**config.mk**
```make
export PLATFORM = sky130hd
export DESIGN_NAME = lut_duty_comp
export DESIGN_NICKNAME = d
export VERILOG_FILES = /design/src/rtl/lutcomp_pkg.sv /design/src/rtl/lutcomp_ctrl.sv /design/src/rtl/lutcomp_dp.sv /design/src/rtl/lut_duty_comp.sv
export SDC_FILE = /design/constraint.sdc
export NUM_CORES = 1
export LEC_CHECK = 0
export ABC_AREA = 1
export BUFFER_PORTS_ARGS = -buffer_cell sky130_fd_sc_hd__buf_4
export CORE_MARGIN = 2
export CORE_UTILIZATION = 45
export CTS_CLUSTER_DIAMETER = 120
export DETAILED_ROUTE_END_ITERATION = 10
export GPL_TIMING_DRIVEN = 0
export PLACE_DENSITY = 0.6
export SLEW_MARGIN = 20
export SYNTH_ARGS = -nofsm -noshare
export SYNTH_HDL_FRONTEND = slang
export SYNTH_SLANG_ARGS = --single-unit
```
**constraint.sdc**
```tcl
create_clock -name clk -period 11.1 [get_ports clk]
set_input_delay 0.555 -clock clk [delete_from_list [all_inputs] [get_ports clk]]
set_output_delay 0.555 -clock clk [all_outputs]
set_load 0.03 [all_outputs]
```
**src/rtl/lutcomp_pkg.sv**
```systemverilog
package lutcomp_pkg;

  // Number of look-up tables, fixed by the three-term control law.
  localparam int NUM_TABLES = 3;

  // Strobes from control to datapath.
  typedef struct packed {
    logic                  step;   // accept sample and update duty
    logic [NUM_TABLES-1:0] wrSel;  // one-hot table write enable
  } ctrlStrobes_t;

endpackage

```
**src/rtl/lutcomp_ctrl.sv**
```systemverilog
module lutcomp_ctrl
  import lutcomp_pkg::*;
(
  input  logic         clk,
  input  logic         rstN,
  input  logic         runEn,
  input  logic         sampleValid,
  input  logic         tblWrEn,
  input  logic [1:0]   tblSel,
  output ctrlStrobes_t strobes,
  output logic         dutyValid
);

  // Samples are taken only in run mode; writes only when halted.
  always_comb begin
    strobes.step  = runEn & sampleValid;
    strobes.wrSel = '0;
    if (tblWrEn && !runEn) begin
      case (tblSel)
        2'd0:    strobes.wrSel = 3'b001;
        2'd1:    strobes.wrSel = 3'b010;
        2'd2:    strobes.wrSel = 3'b100;
        default: strobes.wrSel = 3'b000;  // unused select: dropped
      endcase
    end
  end

  // Update marker lines up with the duty register in the datapath.
  always_ff @(posedge clk or negedge rstN) begin
    if (!rstN) dutyValid <= 1'b0;
    else       dutyValid <= strobes.step;
  end

endmodule

```
**src/rtl/lutcomp_dp.sv**
```systemverilog
module lutcomp_dp
  import lutcomp_pkg::*;
#(
  parameter int ERR_W  = 4,
  parameter int COEF_W = 10,
  parameter int DUTY_W = 8
) (
  input  logic              clk,
  input  logic              rstN,
  input  ctrlStrobes_t      strobes,
  input  logic [ERR_W-1:0]  sampleErr,
  input  logic [ERR_W-1:0]  tblAddr,
  input  logic [COEF_W-1:0] tblData,
  output logic [DUTY_W-1:0] dutyOut
);

  localparam int DEPTH  = 1 << ERR_W;
  localparam int WIDE_W = (DUTY_W + 1 > COEF_W) ? DUTY_W + 1 : COEF_W;
  localparam int SUM_W  = WIDE_W + 3;
  localparam logic [SUM_W-1:0] SUM_MAX = SUM_W'((1 << DUTY_W) - 1);

  // Error history: one and two periods old.
  logic [ERR_W-1:0] errD1, errD2;

  // Per-table read index and read data.
  logic [ERR_W-1:0]  idx  [NUM_TABLES];
  logic [COEF_W-1:0] term [NUM_TABLES];

  assign idx[0] = sampleErr;
  assign idx[1] = errD1;
  assign idx[2] = errD2;

  genvar t;
  generate
    for (t = 0; t < NUM_TABLES; t++) begin : gTbl
      logic [COEF_W-1:0] mem [DEPTH];

      always_ff @(posedge clk or negedge rstN) begin
        if (!rstN) begin
          for (int i = 0; i < DEPTH; i++) mem[i] <= '0;
        end else if (strobes.wrSel[t]) begin
          mem[tblAddr] <= tblData;
        end
      end

      assign term[t] = mem[idx[t]];
    end
  endgenerate

  // Sign-extended sum of previous duty and the three contributions.
  logic [SUM_W-1:0] sumNext;
  logic [DUTY_W-1:0] dutyNext;

  always_comb begin
    sumNext = {{(SUM_W-DUTY_W){1'b0}}, dutyOut};
    for (int k = 0; k < NUM_TABLES; k++) begin
      sumNext = sumNext + {{(SUM_W-COEF_W){term[k][COEF_W-1]}}, term[k]};
    end
    if (sumNext[SUM_W-1])        dutyNext = '0;
    else if (sumNext > SUM_MAX)  dutyNext = {DUTY_W{1'b1}};
    else                         dutyNext = DUTY_W'(sumNext);
  end

  always_ff @(posedge clk or negedge rstN) begin
    if (!rstN) begin
      errD1   <= '0;
      errD2   <= '0;
      dutyOut <= '0;
    end else if (strobes.step) begin
      errD1   <= sampleErr;
      errD2   <= errD1;
      dutyOut <= dutyNext;
    end
  end

  // Duty is frozen between accepted samples
  p_duty_hold_r6: assert property (@(posedge clk) disable iff (!rstN)
    !strobes.step |=> $stable(dutyOut));

  // History is frozen between accepted samples
  p_hist_hold_r3: assert property (@(posedge clk) disable iff (!rstN)
    !strobes.step |=> ($stable(errD1) && $stable(errD2)));

  // The oldest error is the previous one-period error after a step
  p_hist_chain_r3: assert property (@(posedge clk) disable iff (!rstN)
    strobes.step |=> (errD2 == $past(errD1)));

endmodule

```
**src/rtl/lut_duty_comp.sv**
```systemverilog
module lut_duty_comp
  import lutcomp_pkg::*;
#(
  parameter int ERR_W  = 4,
  parameter int COEF_W = 10,
  parameter int DUTY_W = 8
) (
  input  logic              clk,
  input  logic              rstN,
  input  logic              runEn,
  input  logic              sampleValid,
  input  logic [ERR_W-1:0]  sampleErr,
  input  logic              tblWrEn,
  input  logic [1:0]        tblSel,
  input  logic [ERR_W-1:0]  tblAddr,
  input  logic [COEF_W-1:0] tblData,
  output logic [DUTY_W-1:0] dutyOut,
  output logic              dutyValid
);

  ctrlStrobes_t strobes;

  lutcomp_ctrl u_ctrl (
    .clk         (clk),
    .rstN        (rstN),
    .runEn       (runEn),
    .sampleValid (sampleValid),
    .tblWrEn     (tblWrEn),
    .tblSel      (tblSel),
    .strobes     (strobes),
    .dutyValid   (dutyValid)
  );

  lutcomp_dp #(
    .ERR_W  (ERR_W),
    .COEF_W (COEF_W),
    .DUTY_W (DUTY_W)
  ) u_dp (
    .clk       (clk),
    .rstN      (rstN),
    .strobes   (strobes),
    .sampleErr (sampleErr),
    .tblAddr   (tblAddr),
    .tblData   (tblData),
    .dutyOut   (dutyOut)
  );

  // Update marker only follows an accepted sample
  p_valid_cause_r2: assert property (@(posedge clk) disable iff (!rstN)
    dutyValid |-> $past(sampleValid && runEn));

  // No table is written while the loop runs
  p_no_write_run_r8: assert property (@(posedge clk) disable iff (!rstN)
    runEn |-> (strobes.wrSel == '0));

  // At most one table is written per cycle
  p_one_table_r7: assert property (@(posedge clk) disable iff (!rstN)
    $onehot0(strobes.wrSel));

endmodule

```
After elaboration in Yosys (flattened, before gate mapping)
Cells that the tools add are included.
Widths: inputs -> output; s select.
- $lt $le $gt $ge: 6
- equality and inequality tests: 2
- bitwise gates (word level): 5
- muxes and demuxes: 18
- reductions and logical operators: 4
- add/subtract/negate cells: 3
- operator list (kind ; number):
    $bwmux 160 ; 3
    $bmux 10 s4 ; 3
    $mux 10 ; 7
    $demux 10 s4 ; 1
    $add 13x13->13 ; 2
    $ge 5x5->1 const B ; 4
    $not 4->5 ; 4
    $mux 8 ; 2
    $gt 13x8->1 const B ; 1
    $add 9x10->11 ; 1
    $pmux 3 s3 ; 1
    $lt 5x1->1 const B ; 1
    $mux 3 ; 1
    $eq 2x1->1 const B ; 1
    $eq 2x2->1 const B ; 1
    $logic_and 1x1->1 ; 2
    $logic_not 2->1 ; 1
    $and 1x1->1 ; 1
    $logic_not 1->1 ; 1
- bits in registers: 497
- input bits: 25
- logic and storage cells: 90

Logic depth before layout (Yosys ltp)
Gate-level depths: netlist (run 1).
- depth after elaboration: 10
- mapped depth: 32
- gate-level depth less buffers: 29

Modules after synthesis
A second synthesis (run 1) with hierarchy kept.
- cell total of the unflattened synthesis: 2716
- area total of the unflattened synthesis: 23363.7 sq um
- modules (own cells, without submodules) (module ; area each (sq um) ; seq. area each (sq um) ; instances ; cells an instance):
    lutcomp_dp ; 23291.1 ; 12411.9 ; 1 ; 2703
    lutcomp_ctrl ; 72.6 ; 25.0 ; 1 ; 13

Worst setup path after synthesis (run 1)
OpenSTA, ideal clock, no wires.
- kind: input-to-reg
- start: input port sampleErr[0]
- end: register u_dp.dutyOut[1]
- data arrival time: 4.547 ns
- data required time: 10.983 ns
- buffers on the path: 3
- library setup time: 0.117 ns
- cell stages on the path: 29
- path slack: 6.436 ns
- cell sequence: buf_2 -> buf_4 -> buf_2 -> o21ai_0 -> o221ai_1 -> o211ai_1 -> nand2_1 -> ha_1 -> inv_1 -> fa_1 -> nor2_1 -> nor2_1 -> inv_1 -> a21oi_1 -> o21ai_0 -> xnor2_1 -> fa_1 -> inv_1 -> ha_1 -> nand2_1 -> inv_1 -> a21oi_1 -> nand3_1 -> nand2_1 -> nand2_1 -> nor2_2 -> nand4_1 -> nand2_1 -> nand2_1
- word-level cells in the longest chain between the ends: 10
- RTL lines (element ; RTL line ; RTL):
    start: declaration ; lut_duty_comp.sv:12 ; input logic [ERR_W-1:0] sampleErr,
    $not 4->5 (implied by the code) (*) ; lutcomp_dp.sv:46 ; assign term[t] = mem[idx[t]];
    $bmux 10 s4 (*) ; lutcomp_dp.sv:46 ;
    $mux 10 (implied by the code) (*) (2 in a row) ; lutcomp_dp.sv:46 ;
    $add 9x10->11 (*) ; lutcomp_dp.sv:57 ; sumNext = sumNext + {{(SUM_W-COEF_W){term[k][COEF_W-1]}}, term[k]};
    $add 13x13->13 (*) (2 in a row) ; lutcomp_dp.sv:57 ;
    $gt 13x8->1 ; lutcomp_dp.sv:60 ; else if (sumNext > SUM_MAX) dutyNext = {DUTY_W{1'b1}};
    $mux 8 ; lutcomp_dp.sv:60 ;
    $mux 8 (*) ; lutcomp_dp.sv:59 ; if (sumNext[SUM_W-1]) dutyNext = '0;
    end signal: assignment ; lutcomp_dp.sv:72 ; dutyOut <= dutyNext;
    end: declaration ; lutcomp_dp.sv:14 ; output logic [DUTY_W-1:0] dutyOut
Every way passes the cells marked *; elsewhere a longest branch is shown, timed or not. The select of a mux whose other input is x is not followed.
A chain may end at the register's enable or synchronous reset.

Worst setup path after layout (run 1)
- start: input port sampleErr[1]
- end: register u_dp.dutyOut[7]
The elaborated chain is that of the path after synthesis.

==> results of run 1 <==
## worst max-delay path, cell delays in order
cell	delay, ns
buf_2	0.19
buf_2	0.25
clkbuf_1	0.78
o221ai_1	0.34
nand3_1	0.30
nand2_1	0.24
ha_1	0.44
nand3_1	0.10
nand2_1	0.13
nand4_1	0.10
nand3_1	0.12
nand2_1	0.06
nand2_1	0.05
nand2_1	0.06
xor2_1	0.20
fa_1	0.54
inv_1	0.04
ha_1	0.33
nand2_1	0.19
inv_1	0.06
a21oi_1	0.18
nand3_1	0.11
nand2_1	0.07
nand2_1	0.05
nor2_2	0.26
nand4_1	0.14
nand2_1	0.08
nand2_1	0.05
## kinds of logic after synthesis
kind of cell    count (synthesis)  synth area share
simple gates                  952             0.160
compound gates                830             0.192
flops                         497             0.530
buf+inv                       366            0.0619
mux                            67            0.0290
fa+ha+maj                      32            0.0212
xor+xnor                       13           0.00486
## worst max path at each step
stage                                             to  cells past startpoint         start
detailed placement       u_dp.dutyOut[2]$_DFFE_PN0P_                     29  sampleErr[1]
global route             u_dp.dutyOut[4]$_DFFE_PN0P_                     29  sampleErr[1]
floorplan                u_dp.dutyOut[1]$_DFFE_PN0P_                     29  sampleErr[0]
CTS                      u_dp.dutyOut[7]$_DFFE_PN0P_                     29  sampleErr[1]
global placement    u_dp.gTbl[2].mem[64]$_DFFE_PN0P_                      1          rstN
finish                   u_dp.dutyOut[7]$_DFFE_PN0P_                     28  sampleErr[1]
## sequential cells by signal, indices dropped and copies added (netlist names)
name              cells
u_dp.errD2            4
u_dp.dutyOut          8
u_dp.errD1            4
u_ctrl.dutyValid      1
u_dp.gTbl.mem       480
## timing repair
item / in CTS / in global routing
hold endpoints to repair: 31 / 0
buffers inserted: 0 / 0
hold buffers: 1 / 0
## stage by stage
step	cells	instance area (sq um)	setup slack, ns
5_1_grt	3563	26400	5.13
3_5_place_dp	3472	24700	5.16
3_3_place_gp	3467	24500	4.30
4_1_cts	3563	26400	5.76
6_report	3563	26400	5.54
2_1_floorplan	2757	23500	6.44
## synthesized netlist by cell type
cell type,n
nand4_1,12
fa_1,13
mux2_2,7
and2_1,1
nand2_1,689
xor2_1,10
nor2_1,162
a22o_1,1
buf_2,42
a221oi_1,1
nor2_2,3
o211ai_1,35
mux2i_1,60
o221ai_1,53
nor3_4,3
inv_1,123
clkinv_1,2
xnor2_1,3
o21ai_0,585
a21oi_2,1
a221o_1,1
nand3_2,1
o22ai_1,10
ha_1,19
o32ai_1,5
inv_2,3
clkbuf_1,188
a32o_1,1
buf_1,2
buf_6,1
a21oi_4,1
nand2_2,4
o21ai_1,75
buf_4,5
a21oi_1,60
nand3_1,77
a21o_1,1
dfrtp_1,497
## routing by layer
metal / part of all wire / vias to the layer above / routed length (microns)
li1: - / 9405 / -
met1: 0.44 / 10338 / 35900
met2: 0.44 / 963 / 36300
met3: 0.096 / 173 / 7880
met4: 0.027 / 4 / 2230
met5: 0.00039 / - / 32
## final cells by class
| cell class | instances | area, sq um |
|---|---|---|
| Clock buffer | 78 | 1560 |
| Buffer | 238 | 972 |
| Tap cell | 680 | 851 |
| Fill cell | 4868 | 25000 |
| Sequential cell | 497 | 12400 |
| Inverter | 128 | 480 |
| Timing Repair Buffer | 36 | 380 |
| Multi-Input combinational cell | 1894 | 9560 |
| Clock inverter | 12 | 154 |
## power breakdown
part           internal (uW)  leakage [uW]  switching, uW
registers               1970       0.00675            109
logic                    516       0.00444           1040
clock network           1040      0.000835            743
total                   3530        0.0120           1890
==> impl_metrics.toml, run 1 <==
[finish]
nets = 2906
drive_above_1_share = 0.0638
final_cell_mix = "689 x nand2_1, 585 x o21ai_0, 497 x dfrtp_1, 200 x clkbuf_1, 162 x nor2_1"
final_util = 0.514
antenna_cells = 0
layout_commonest_cell = "nand2_1"
area_growth_pct = 12.6

[worst_hold_path]
hold_end = "u_ctrl.dutyValid$_DFF_PN0_"
worstHoldStart = "sampleValid"
hold-path-cell-count = 3
holdCritPathClass = "input pin to flip-flop"

[sta]
hold_ws_ns = 0.387
final-setup-viol-count = 0
fin_setup_tns_ns = 0
relSlewSlack = 0.301
period_share = 0.501
max_freq_mhz = 180
finalHoldViolCount = 0
fin_skew_ns = 0.0204
finalMaxSlewViolations = 0
worst-slew-pin-transition_ns = 1.05
rsz0062_at_grt = "no"
period_minus_slack_ns = 5.56

[clock_network]
postCtsResizedCells = 0
clk_latency_ns = 0.61
htreeDepth = 2
cts-root-buf = "clkbuf_16"
cts_tree = "built"
numCtsBuffers = 54
clk_pin_slew_ns = 0.06
clock_sinks = 497
cts_buffer_depth = 3

[setup_path]
r2r_slack_ns = 6.17
crit_type = "input pin to flip-flop"
reg2reg_depth = 26
worstPathRequired_ns = 11.59
worstReg2RegEnd = "u_dp.dutyOut[7]$_DFFE_PN0P_"
cp.arrival_ns = 6.05
critPathLaunchType = "input pin"
cp-end-kind = "flip-flop"
crit_fanout = 10
reg2reg_from = "u_dp.gTbl[0].mem[70]$_DFFE_PN0P_"

[detailed_routing]
wl_per_cell_microns = 23.1
routed_via_density = 5.86
vias = 20883
first_pass_iters = 6
drt-total-wl_microns = 82300
drc = 0
ant_nets = 0
drtIter0Drc = 2592

[synthesis]
yosysTopAreaCell = "dfrtp_1"
yosysSeqAreaShare = 0.530
avgSynthCellArea_sq_um = 8.51
syn_inst = 2757
yosysTopAreaCellShare = 0.530
synth_fp_nets = 2814
yosysWarnings = 0
ys_ff_latch = 497
synth_area_sq_um = 23500
yosys-top-cells-area = "dfrtp_1 53%, o21ai_0 12%, nand2_1 11%, clkbuf_1 3.0%, nor2_1 2.6%"
ys_types = 38

[global_routing]
use_met3 = 0.0769
met1_usage = 0.439
gr-usage-met2 = 0.470
grt_max_degree = 99
grt_antenna_before_repair = 2
grt_use_total = 0.308
grt_pass1_vias = 20097
gr-total-overflow = 0
top_usage_layer = "met2"
grt_first_pass_wirelength_microns = 125000

[placement]
gp_congestion = 0.961
portBuffers = 30
dp_hpwl_microns = 57700

[die]
die_h_microns = 232
die_area_sq_um = 54000
num_io_pins = 34
die_w_microns = 232
start_util = 0.456
core_sq_um = 51400
rows = 83

[power]
pwr_density_cell_nw_per_um2 = 205
finalPower_uw = 5420
vdd_drop_max_mv = 0.134
leakagePower_uw = 0.0120

[flow_run]
max_cap_viol_count = 0

[status]
status = "finished clean"
Power figures use the tool's default switching activity.
==> run 2: changes to the inputs <==
--- a/config.mk
+++ b/config.mk
@@ -12,7 +12,7 @@
 export CTS_CLUSTER_DIAMETER = 120
 export DETAILED_ROUTE_END_ITERATION = 10
 export GPL_TIMING_DRIVEN = 0
-export PLACE_DENSITY = 0.6
+export PLACE_DENSITY = 0.62
 export SLEW_MARGIN = 20
 export SYNTH_ARGS = -nofsm -noshare
 export SYNTH_HDL_FRONTEND = slang
==> constraint.sdc (replaced) <==
create_clock -name clk -period 4.6 [get_ports clk]
set_input_delay 0.23 -clock clk [delete_from_list [all_inputs] [get_ports clk]]
set_output_delay 0.23 -clock clk [all_outputs]
set_load 0.03 [all_outputs]
==> run 2 against run 1 <==
  * Worst hold slack worse by 0.29 ns
  * Sequential power is 140% higher
  * First-iteration DRC count shrank 1.5%
  * Power up 150%
  * Global-route usage fell by 0.31 points
  * Core utilization is 0.60 points higher
  * Combinational power rose to 2.6 times the previous value
  * Critical path depth increased by 2
  * Largest power group unchanged
==> impl_metrics.toml, run 2 (synthesis gave the netlist of run 1 again) <==
[clock_network]
cts-root-buf = "clkbuf_16"
htreeDepth = 2
clock_sinks = 497
clk_pin_slew_ns = 0.06
numCtsBuffers = 54
cts_buffer_depth = 3
cts_tree = "built"
clk_latency_ns = 0.64

[sta]
fin_setup_tns_ns = 0
finalMaxSlewViolations = 0
worst-slew-pin-transition_ns = 0.894
final-setup-viol-count = 0
relSlewSlack = 0.404
period_share = 0.969
period_minus_slack_ns = 4.46
fin_skew_ns = 0.0339
max_freq_mhz = 224
finalHoldViolCount = 0
hold_ws_ns = 0.101

[global_routing]
grt_first_pass_wirelength_microns = 124000
gr-total-overflow = 0
grt_use_total = 0.305
grt_antenna_before_repair = 1
grt_max_degree = 102
grt_pass1_vias = 19955

[die]
start_util = 0.456
die_area_sq_um = 54000
die_h_microns = 232
core_sq_um = 51400
die_w_microns = 232
num_io_pins = 34
rows = 83

[setup_path]
cp_slowest_cell = "fa_2"
cp-end-kind = "flip-flop"
cp_common_cell = "nand2_1"
crit_type = "input pin to flip-flop"
max_stage_delay_ns = 0.49
cp.arrival_ns = 4.97
crit_fanout = 10
worstPathRequired_ns = 5.11
critPathLaunchType = "input pin"

[finish]
antenna_cells = 0
top_regs = "u_dp.gTbl.mem (480), u_dp.dutyOut (8)"
final_cell_mix = "682 x nand2_1, 582 x o21ai_0, 497 x dfrtp_1, 198 x clkbuf_1, 158 x nor2_1"
register_area_sq_um = 12400
multi_input_area_sq_um = 9740
nFillCells = 4800
drive_above_1_share = 0.0798
regMostFlops = "u_dp.gTbl.mem"
largest_reg_flops = 480
area_growth_pct = 13.9
layout_commonest_cell = "nand2_1"
nets = 2910
fin_area_sq_um = 26700

[detailed_routing]
ant_nets = 0
wl_per_cell_microns = 22.9
drc = 0
drtIter0Drc = 2554
drt-total-wl_microns = 81800
first_pass_iters = 6
vias = 21168
routed_via_density = 5.92

[flow_run]
max_cap_viol_count = 0

[placement]
postPlaceCellArea_sq_um = 24700
portBuffers = 30
gp_congestion = 0.976
dp_hpwl_microns = 56900

[power]
vdd_drop_max_mv = 0.322
leakagePower_uw = 0.0121
pwr_density_cell_nw_per_um2 = 505

[status]
status = "finished clean"

[worst_hold_path]
holdCritPathClass = "input pin to flip-flop"
-- run 2: cell types whose count changed in the layout (fill, tap and decap cells not counted), sizes merged --
cell      previous run  this run
a21oi               62        63
buf                 85        82
clkbuf             266       279
clkinv               8        11
clkinvlp             3         0
inv                126       128
-- run 2: area by class of cell --
| class | count | area share |
|---|---|---|
| Sequential cell | 497 | 0.466 |
| Multi-Input combinational cell | 1895 | 0.365 |
| Clock buffer | 85 | 0.0606 |
| Buffer | 237 | 0.0376 |
| Tap cell | 680 | 0.0319 |
| Inverter | 128 | 0.0180 |
| Timing Repair Buffer | 40 | 0.0154 |
| Clock inverter | 14 | 0.00614 |
-- run 2: per-stage QoR --
| step | setup WS [ns] | total power (uW) | cells | util |
|---|---|---|---|---|
| 6_report | 0.141 | 13500 | 3576 | 0.520 |
| 2_1_floorplan | 0.261 | 7640 | 2757 | - |
| 3_3_place_gp | -1.81 | 8690 | 3467 | 0.477 |
| 4_1_cts | 0.0549 | 13200 | 3571 | 0.515 |
| 5_1_grt | -0.0386 | 14200 | 3576 | 0.520 |
| 3_5_place_dp | -0.976 | 8760 | 3472 | 0.480 |
-- run 2: metal layers --
layer  routed length [microns]  GRT usage  share of wire
met5                         0          0              0
met4                      2470     0.0944          0.030
met3                      8040     0.0592          0.098
met2                     36200      0.463           0.44
met1                     35100      0.442           0.43
-- run 2: power by group --
part | internal (uW) | switching [uW] | leakage, uW
sequential | 4760 | 273 | 0.00675
clock | 2580 | 1840 | 0.000883
combinational | 1400 | 2630 | 0.00449
-- run 2: timing repair --
action,in CTS,in global routing
cloned,0,1
setup buffers,0,4
endpoints found under the setup margin,8,8
resized for setup,10,52
pin swaps,0,17
hold buffers,1,0
endpoints found under the hold margin,76,0
-- run 2: worst max-delay path: cells and delay by family --
kind | cells | cell delay [ns]
simple gates | 15 | 1.68
buf+inv | 7 | 1.02
fa+ha+maj | 4 | 1.34
compound gates | 4 | 0.69
-- run 2: worst paths after layout --
path | startpoint | to | slack, ns | depth (start not counted)
min in group asynchronous | rstN | u_dp.gTbl[0].mem[64]$_DFFE_PN0P_ | 0.11 | 2
max in group asynchronous | rstN | u_dp.gTbl[2].mem[50]$_DFFE_PN0P_ | 2.76 | 5
worst max register to register | u_dp.gTbl[0].mem[60]$_DFFE_PN0P_ | u_dp.dutyOut[2]$_DFFE_PN0P_ | 0.15 | 26
worst min register to register | u_dp.gTbl[1].mem[100]$_DFFE_PN0P_ | u_dp.gTbl[1].mem[100]$_DFFE_PN0P_ | 0.48 | 2
worst min-delay path | sampleValid | u_dp.errD1[3]$_DFFE_PN0P_ | 0.10 | 4
worst max-delay path | sampleErr[0] | u_dp.dutyOut[2]$_DFFE_PN0P_ | 0.14 | 30
